File: src/rtl/mbox_pkg.sv
package mbox_pkg;
  localparam int ADDR_W = 4;
  localparam int N_ELEM = 4;
  localparam int N_LOCK = 4;
  localparam int IDX_W  = $clog2(N_ELEM);
  localparam int LK_W   = $clog2(N_LOCK);

  typedef enum logic [1:0] {
    RG_DATA = 2'd0,
    RG_CMD  = 2'd1,
    RG_CTRL = 2'd2,
    RG_LOCK = 2'd3
  } region_e;

  localparam logic [ADDR_W-1:0] ADDR_STAT = 4'h8;
  localparam logic [ADDR_W-1:0] ADDR_IEN  = 4'h9;
endpackage

File: src/rtl/mbox_rst_sync.sv
module mbox_rst_sync (
  input  logic clk,
  input  logic rst_n,
  output logic rst_s_n
);
  logic meta_q;

  always_ff @(posedge clk or negedge rst_n) begin
    if (!rst_n) begin
      meta_q  <= 1'b0;
      rst_s_n <= 1'b0;
    end else begin
      meta_q  <= 1'b1;
      rst_s_n <= meta_q;
    end
  end
endmodule

File: src/rtl/mbox_elem_bank.sv
module mbox_elem_bank
  import mbox_pkg::*;
#(
  parameter int DATA_W = 32
) (
  input  logic                           clk,
  input  logic                           rst_n,
  input  logic                           a_wr_en,
  input  logic [ADDR_W-1:0]              a_addr,
  input  logic [DATA_W-1:0]              a_wdata,
  input  logic                           b_wr_en,
  input  logic [ADDR_W-1:0]              b_addr,
  input  logic [DATA_W-1:0]              b_wdata,
  output logic [N_ELEM-1:0][DATA_W-1:0]  data_q,
  output logic [N_ELEM-1:0][DATA_W-1:0]  cmd_q,
  output logic [N_ELEM-1:0]              flag_q,
  output logic [N_ELEM-1:0]              ien_q
);
  logic [N_ELEM-1:0] data_we, cmd_we;
  logic [N_ELEM-1:0] flag_d;
  logic              flag_en, ien_we;
  logic              clr_hit;

  always_comb begin
    clr_hit = b_wr_en && (b_addr == ADDR_STAT);
    ien_we  = b_wr_en && (b_addr == ADDR_IEN);
    for (int i = 0; i < N_ELEM; i++) begin
      data_we[i] = a_wr_en && (region_e'(a_addr[ADDR_W-1 -: 2]) == RG_DATA)
                   && (a_addr[IDX_W-1:0] == IDX_W'(i));
      cmd_we[i]  = a_wr_en && (region_e'(a_addr[ADDR_W-1 -: 2]) == RG_CMD)
                   && (a_addr[IDX_W-1:0] == IDX_W'(i));
      // a set in the same cycle overrides a clear
      flag_d[i]  = cmd_we[i] || (flag_q[i] && !(clr_hit && b_wdata[i]));
    end
    flag_en = clr_hit || (|cmd_we);
  end

  for (genvar i = 0; i < N_ELEM; i++) begin : g_slot
    always_ff @(posedge clk or negedge rst_n) begin
      if (!rst_n) begin
        data_q[i] <= '0;
        cmd_q[i]  <= '0;
      end else begin
        if (data_we[i]) data_q[i] <= a_wdata;
        if (cmd_we[i])  cmd_q[i]  <= a_wdata;
      end
    end
  end

  always_ff @(posedge clk or negedge rst_n) begin
    if (!rst_n) begin
      flag_q <= '0;
      ien_q  <= '0;
    end else begin
      if (flag_en) flag_q <= flag_d;
      if (ien_we)  ien_q  <= b_wdata[N_ELEM-1:0];
    end
  end
endmodule

File: src/rtl/mbox_lock_bank.sv
module mbox_lock_bank
  import mbox_pkg::*;
(
  input  logic              clk,
  input  logic              rst_n,
  input  logic              a_rd_en,
  input  logic              a_wr_en,
  input  logic [ADDR_W-1:0] a_addr,
  input  logic              a_wbit,
  input  logic              b_rd_en,
  input  logic              b_wr_en,
  input  logic [ADDR_W-1:0] b_addr,
  input  logic              b_wbit,
  output logic [N_LOCK-1:0] lock_q,
  output logic              a_lock_val,
  output logic              b_lock_val
);
  logic              a_in, b_in;
  logic [N_LOCK-1:0] lock_d;
  logic [N_LOCK-1:0] a_sel, b_sel;
  logic              lock_en;

  always_comb begin
    a_in = region_e'(a_addr[ADDR_W-1 -: 2]) == RG_LOCK;
    b_in = region_e'(b_addr[ADDR_W-1 -: 2]) == RG_LOCK;
    a_sel = '0;
    b_sel = '0;
    a_sel[a_addr[LK_W-1:0]] = a_in;
    b_sel[b_addr[LK_W-1:0]] = b_in;
    lock_en = (a_in && (a_rd_en || a_wr_en)) || (b_in && (b_rd_en || b_wr_en));
    for (int k = 0; k < N_LOCK; k++) begin
      if ((a_wr_en && a_sel[k] && !a_wbit) || (b_wr_en && b_sel[k] && !b_wbit))
        lock_d[k] = 1'b0;
      else
        lock_d[k] = lock_q[k] || (a_rd_en && a_sel[k]) || (b_rd_en && b_sel[k]);
    end
    a_lock_val = lock_q[a_addr[LK_W-1:0]];
    // side A wins a same-cycle claim of a free lock
    b_lock_val = lock_q[b_addr[LK_W-1:0]] || (a_rd_en && a_in && (a_sel == b_sel));
  end

  always_ff @(posedge clk or negedge rst_n) begin
    if (!rst_n)       lock_q <= '0;
    else if (lock_en) lock_q <= lock_d;
  end
endmodule

File: src/rtl/mbox_ipc.sv
module mbox_ipc
  import mbox_pkg::*;
#(
  parameter int DATA_W = 32
) (
  input  logic              clk,
  input  logic              rst_n,
  input  logic              a_wr_en,
  input  logic              a_rd_en,
  input  logic [ADDR_W-1:0] a_addr,
  input  logic [DATA_W-1:0] a_wdata,
  output logic [DATA_W-1:0] a_rdata,
  input  logic              b_wr_en,
  input  logic              b_rd_en,
  input  logic [ADDR_W-1:0] b_addr,
  input  logic [DATA_W-1:0] b_wdata,
  output logic [DATA_W-1:0] b_rdata,
  output logic [N_ELEM-1:0] irq_vec,
  output logic              irq
);
  logic                          rst_s_n;
  logic [N_ELEM-1:0][DATA_W-1:0] data_q, cmd_q;
  logic [N_ELEM-1:0]             flag_q, ien_q;
  logic [N_LOCK-1:0]             lock_q;
  logic                          a_lock_val, b_lock_val;
  logic [DATA_W-1:0]             a_rd_d, b_rd_d;

  mbox_rst_sync u_rst (.clk(clk), .rst_n(rst_n), .rst_s_n(rst_s_n));

  mbox_elem_bank #(.DATA_W(DATA_W)) u_elem (
    .clk(clk), .rst_n(rst_s_n),
    .a_wr_en(a_wr_en), .a_addr(a_addr), .a_wdata(a_wdata),
    .b_wr_en(b_wr_en), .b_addr(b_addr), .b_wdata(b_wdata),
    .data_q(data_q), .cmd_q(cmd_q), .flag_q(flag_q), .ien_q(ien_q)
  );

  mbox_lock_bank u_lock (
    .clk(clk), .rst_n(rst_s_n),
    .a_rd_en(a_rd_en), .a_wr_en(a_wr_en), .a_addr(a_addr), .a_wbit(a_wdata[0]),
    .b_rd_en(b_rd_en), .b_wr_en(b_wr_en), .b_addr(b_addr), .b_wbit(b_wdata[0]),
    .lock_q(lock_q), .a_lock_val(a_lock_val), .b_lock_val(b_lock_val)
  );

  function automatic logic [DATA_W-1:0] rd_word(input logic [ADDR_W-1:0] ad,
                                                 input logic lk);
    logic [DATA_W-1:0] w;
    w = '0;
    unique case (region_e'(ad[ADDR_W-1 -: 2]))
      RG_DATA: w = data_q[ad[IDX_W-1:0]];
      RG_CMD:  w = cmd_q[ad[IDX_W-1:0]];
      RG_CTRL: begin
        if (ad == ADDR_STAT)     w[N_ELEM-1:0] = flag_q;
        else if (ad == ADDR_IEN) w[N_ELEM-1:0] = ien_q;
      end
      RG_LOCK: w[0] = lk;
      default: w = '0;
    endcase
    return w;
  endfunction

  always_comb begin
    a_rd_d = rd_word(a_addr, a_lock_val);
    b_rd_d = rd_word(b_addr, b_lock_val);
  end

  always_ff @(posedge clk or negedge rst_s_n) begin
    if (!rst_s_n) begin
      a_rdata <= '0;
      b_rdata <= '0;
    end else begin
      if (a_rd_en) a_rdata <= a_rd_d;
      if (b_rd_en) b_rdata <= b_rd_d;
    end
  end

  assign irq_vec = flag_q & ien_q;
  assign irq     = |irq_vec;
endmodule

File: config.mk
export PLATFORM = sky130hd
export DESIGN_NAME = mbox_ipc
export DESIGN_NICKNAME = d
export VERILOG_FILES = /design/src/rtl/mbox_pkg.sv /design/src/rtl/mbox_rst_sync.sv /design/src/rtl/mbox_elem_bank.sv /design/src/rtl/mbox_lock_bank.sv /design/src/rtl/mbox_ipc.sv
export SDC_FILE = /design/constraint.sdc
export NUM_CORES = 1
export LEC_CHECK = 0
export BUFFER_PORTS_ARGS = -buffer_cell sky130_fd_sc_hd__buf_4
export CORE_MARGIN = 5
export CORE_UTILIZATION = 40
export CTS_CLUSTER_SIZE = 40
export DETAILED_ROUTE_END_ITERATION = 12
export GPL_ROUTABILITY_DRIVEN = 0
export SETUP_SLACK_MARGIN = 0.15
export SLEW_MARGIN = 20
export SYNTH_ARGS = -nofsm -noshare
export SYNTH_HDL_FRONTEND = slang
export SYNTH_SLANG_ARGS = --single-unit
export TNS_END_PERCENT = 100
File: constraint.sdc
create_clock -name clk -period 18.7 [get_ports clk]
set_input_delay 5.61 -clock clk [delete_from_list [all_inputs] [get_ports clk]]
set_output_delay 5.61 -clock clk [all_outputs]
set_load 0.01 [all_outputs]
---- After elaboration in Yosys (flattened, before gate mapping) ----
Cells that the tools add are included.
word-level totals
  input port bits ......................... 78
  flip-flop bits (word level) ............. 334
  word-level logic and storage cells ...... 148
  memories ................................ 0
  output and inout bits ................... 69
  ROM bits ................................ 0
  memory bits (writable) .................. 0
  latch bits .............................. 0
operators by class
  $add $sub $neg .......................... 0
  reductions and logical operators ........ 82
  $lt $le $gt $ge ......................... 4
  divide/modulo/power cells ............... 0
  equality and inequality tests ........... 14
  multipliers ............................. 0
  bitwise gates (word level) .............. 3
  shift-type cells ........................ 0
  mux-type cells .......................... 30
operators by type and width
  kind                  count
  $bmux W32 S2          4
  $mux W32              4
  $pmux W28 S2          2
  $logic_and A1 B1 Y1   50
  $logic_or A1 B1 Y1    21
  $pmux W3 S3           2
  $eq A4 B4 Y1 const B  4
  $mux W4               4
  $and A4 B4 Y4         3
  $eq A2 B2 Y1 const B  6
  $mux W1               8
  $pmux W1 S4           2
  $reduce_or A4 Y1      2
  $eq A2 B1 Y1 const B  3
  $logic_not A1 Y1      6
  $logic_not A2 Y1      3
  $lt A2 B3 Y1 const B  2
  $bmux W1 S2           2
  $demux W1 S2          2
  $eq A4 B4 Y1          1
  $ge A2 B1 Y1 const B  2

---- Longest topological paths before layout ----
  depth in word-level cells ............... 9
  gate-level depth with buffers ........... 7

---- Hierarchy ----
From an unflattened synthesis, not the netlist that was laid out.
unflattened totals
  cells, all modules ...................... 1252
  area total of the unflattened synthesis .. 17033.8 um^2
by module, submodules not included
  module          cells an instance  area each (um^2)  times used  seq. area each (um^2)
  mbox_elem_bank  581                9978.3            1           6606.3
  mbox_ipc        620                6577.6            1           1601.5
  mbox_lock_bank  48                 424.2             1           100.1
  mbox_rst_sync   3                  53.8              1           50.0

---- Worst setup path after synthesis ----
OpenSTA, ideal clock, no wires.
  path kind ............................... input to register
  from .................................... input a_addr[3]
  to ...................................... register u_elem.cmd_q[34] (netlist name)
  path buffers ............................ 2
  setup slack ............................. 11.778 ns
  cell stages on the path ................. 6
  library setup time ...................... 0.125 ns
  arrival time ............................ 6.797 ns
  cell sequence ........................... buf_2 -> inv_2 -> nand3_1 -> nor2_4 -> buf_6 -> mux2_2
on the way
  longest elaborated chain between the ends .. 3
RTL lines
  item                            RTL line              source
  start: declaration              mbox_ipc.sv:10        input logic [ADDR_W-1:0] a_addr,
  $eq A2 B1 Y1                    mbox_elem_bank.sv:30  cmd_we[i] = a_wr_en && (region_e'(a_addr[ADDR_W-1 -: 2]) == RG_CMD)
  $logic_and A1 B1 Y1             mbox_elem_bank.sv:30
  $logic_and A1 B1 Y1             mbox_elem_bank.sv:31  && (a_addr[IDX_W-1:0] == IDX_W'(i));
  end signal: indexed assignment  mbox_elem_bank.sv:45  if (cmd_we[i]) cmd_q[i] <= a_wdata;
  end: declaration                mbox_elem_bank.sv:15  output logic [N_ELEM-1:0][DATA_W-1:0] cmd_q,
No other way between the ends.
A chain may end at the register's enable or synchronous reset.

---- Worst setup path after layout ----
  from .................................... input a_addr[0]
  to ...................................... register u_elem.data_q[35] (netlist name)
on the way
  longest elaborated chain between the ends .. 2
RTL lines
  item                            RTL line              source
  $eq A2 B1 Y1                    mbox_elem_bank.sv:29  && (a_addr[IDX_W-1:0] == IDX_W'(i));
  $logic_and A1 B1 Y1             mbox_elem_bank.sv:29
  end signal: indexed assignment  mbox_elem_bank.sv:44  if (data_we[i]) data_q[i] <= a_wdata;
  end: declaration                mbox_elem_bank.sv:14  output logic [N_ELEM-1:0][DATA_W-1:0] data_q,
No other way between the ends.

==> qor.yml <==
synth_fa_ha_area_frac: 0
arrival_ns: 8.67
rr_worst_depth: 2
final_area_um2: 19300
drive_above_1_share: 0.451
r2r_end: "a_rdata[0]$_DFFE_PN0P_"
p_per_area_nw_per_um2: 115
grt_antenna_before_repair: 2
hold_class: "flip-flop to flip-flop"
pwr-share-comb: 0.208
post-route-period-util: 0.442
holdBufCountCts: 0
crit_start: "a_addr[0]"
synthDistinctLibCells: 57
synth_area_um2: 16900
rr_startpoint: "u_rst.rst_s_n$_DFF_PN0_"
synthXorXnorAreaFrac: 0.000517
io-pin-count: 147
vias: 10300
ant_nets: 0
fin_setup_tns_ns: 0
fin_crit_ns: 8.26
die_w_um: 216
power.share.clock: 0.345
worst_pin_slew_ns: 1.14
drt_iter0_drc: 559
via_per_inst: 5.78
placed_cell_area_um2: 18000
core_um2: 41900
ys_ff_latch: 334
insertedDiodeCount: 0
yosys_warnings: 0
drc: 0
synthSimpleGateAreaFrac: 0.0249
crit_end: "u_elem.data_q[35]$_DFFE_PN0P_"
status: "finished clean"
post_cts_buffers: 0
drt_pre_antenna_iters: 7
path_class: "input pin to flip-flop"
synth.area.mux_share: 0.390
grt.total_usage: 0.189
synthArstFlopShare: 1.00
start_kind: "input pin"
initial_core_util: 0.404
syn_to_final_growth_pct: 14.2
grt_overflow_total: 0
syn-num-nets: 1193
clock-sinks: 334
finalSetupViolCount: 0
ctsResizeCount: 0
dieArea_um2: 46500
final_common_cell: "dfrtp_1"
cp_max_fo: 54
place_hpwl_um: 25400
synth_top_family_by_area: "multiplexers"
maxSlewViolCount: 0
r2r_slack_ns: 15.97
fin_nets: 1287
synth_edf_count: 0
swShare: 0.262
irDropWorstVdd_uv: 54.5
die_h_um: 216
clk_latency_ns: 0.53
clock.fmax_ghz: 0.121
cts.htree.levels: 2
synth_seq_area_share: 0.494
cap_violations: 0
root_buffer: "clkbuf_16"
grt_max_degree: 80
crit_required_ns: 19.11
finalHoldViolations: 0
pwr-share-seq: 0.447
synth_compound_area_frac: 0.0400
internal-power_mw: 1.64
finalClockSkew_ns: 0.0156
clockBufferDepth: 3
synth_top_flop_cell: "dfrtp_1"
grt_pass1_wl_um: 69200
wl_per_cell_um: 24.4
p_leak_nw: 8.45
fp-row-count: 75
first_global_vias: 11100
numCtsBuffers: 38
mostFrequentLayoutCells: "dfrtp_1, mux2_2, buf_4"
relSlewSlack: 0.238
io_buffers: 118
cp-end-kind: "flip-flop"
synth.avg_cell_area_um2: 15.2
clkSlewWorstSetupHoldPaths_ns: 0.06
p_switching_mw: 0.584
synthCells: 1115
cts_tree: "done"
routed_wl_um: 43200
grt_setup_unrepaired: "false"
sequential cells by signal, indices dropped and copies added, names as in the netlist:
name,cells
u_elem.cmd_q,128
u_elem.data_q,128
a_rdata,32
b_rdata,32
u_elem.flag_q,4
u_elem.ien_q,4
u_lock.lock_q,4
u_rst.meta_q,1
u_rst.rst_s_n,1
cell type report:
class                           count  area (um2)
Clock buffer                       59        1180
Clock inverter                      7         114
Fill cell                        3689       22600
Inverter                           65         244
Multi-Input combinational cell    633        7720
Sequential cell                   334        8360
Tap cell                          539         674
Timing Repair Buffer              137        1030
worst min path at each step:
stage	startpoint	endpoint	depth (start not counted)
after global placement	u_rst.meta_q$_DFF_PN0_	u_rst.rst_s_n$_DFF_PN0_	0
after CTS	u_rst.meta_q$_DFF_PN0_	u_rst.rst_s_n$_DFF_PN0_	0
after floorplan	u_rst.meta_q$_DFF_PN0_	u_rst.rst_s_n$_DFF_PN0_	0
final	u_rst.meta_q$_DFF_PN0_	u_rst.rst_s_n$_DFF_PN0_	0
after detailed placement	u_rst.meta_q$_DFF_PN0_	u_rst.rst_s_n$_DFF_PN0_	0
after global routing	u_rst.meta_q$_DFF_PN0_	u_rst.rst_s_n$_DFF_PN0_	0
worst max-delay path: stages:
cell and delay (ns):
buf_4 0.39, buf_4 0.92, and2b_1 0.29, nand2_1 0.54, buf_4 0.52, mux2_2 0.33
Yosys cell counts, drive strengths merged, types with 6 or more instances:
| library cell | n | area share |
|---|---|---|
| inv | 64 | 0.014 |
| and2 | 7 | 0.0026 |
| nand2 | 17 | 0.0038 |
| mux4 | 128 | 0.18 |
| o22ai | 60 | 0.022 |
| buf | 68 | 0.033 |
| dfrtp | 334 | 0.49 |
| nor3 | 6 | 0.0018 |
| mux2 | 262 | 0.17 |
| mux2i | 63 | 0.037 |
| nor2 | 17 | 0.0055 |
| clkbuf | 15 | 0.0034 |
| nand3 | 9 | 0.0027 |
| o21ai | 13 | 0.0038 |
power groups by stage:
stage / Combinational [mW] / Clock, mW / Sequential (mW)
floorplan: 0.336 / 0 / 0.987
global placement: 0.461 / 0 / 0.996
detailed placement: 0.471 / 0 / 1.01
CTS: 0.472 / 0.790 / 0.995
global route: 0.508 / 0.820 / 1.02
finish: 0.464 / 0.769 / 0.995
metal layers:
layer	GRT usage	vias to the layer above	routed length [um]
met2	0.310	214	21000
met4	0.0446	4	756
met3	0.0367	54	2140
li1	-	4453	-
met5	0	-	34
met1	0.262	5531	19200
cell families (layout without fill, tap and decap cells):
family | count (synthesis) | after routing
other | 1 | 1
AND/OR/NAND/NOR | 75 | 75
AO/OA/AOI/OAI | 103 | 103
multiplexers | 453 | 453
XOR/XNOR | 1 | 1
flip-flops | 334 | 334
buffers and inverters | 148 | 268
through the flow:
| step | utilization | setup WS (ns) | hold slack, ns | instances | power (mW) |
|---|---|---|---|---|---|
| 4_1_cts | 0.461 | 10.42 | 0.351 | 1774 | 2.26 |
| 2_1_floorplan | - | 8.70 | 0.331 | 1115 | 1.32 |
| 6_report | 0.461 | 10.44 | 0.346 | 1774 | 2.23 |
| 3_5_place_dp | 0.430 | 9.87 | 0.336 | 1708 | 1.48 |
| 5_1_grt | 0.461 | 10.29 | 0.371 | 1774 | 2.35 |
| 3_3_place_gp | 0.430 | 9.87 | 0.333 | 1708 | 1.46 |
Note: power is estimated with default switching activity, not from simulation.
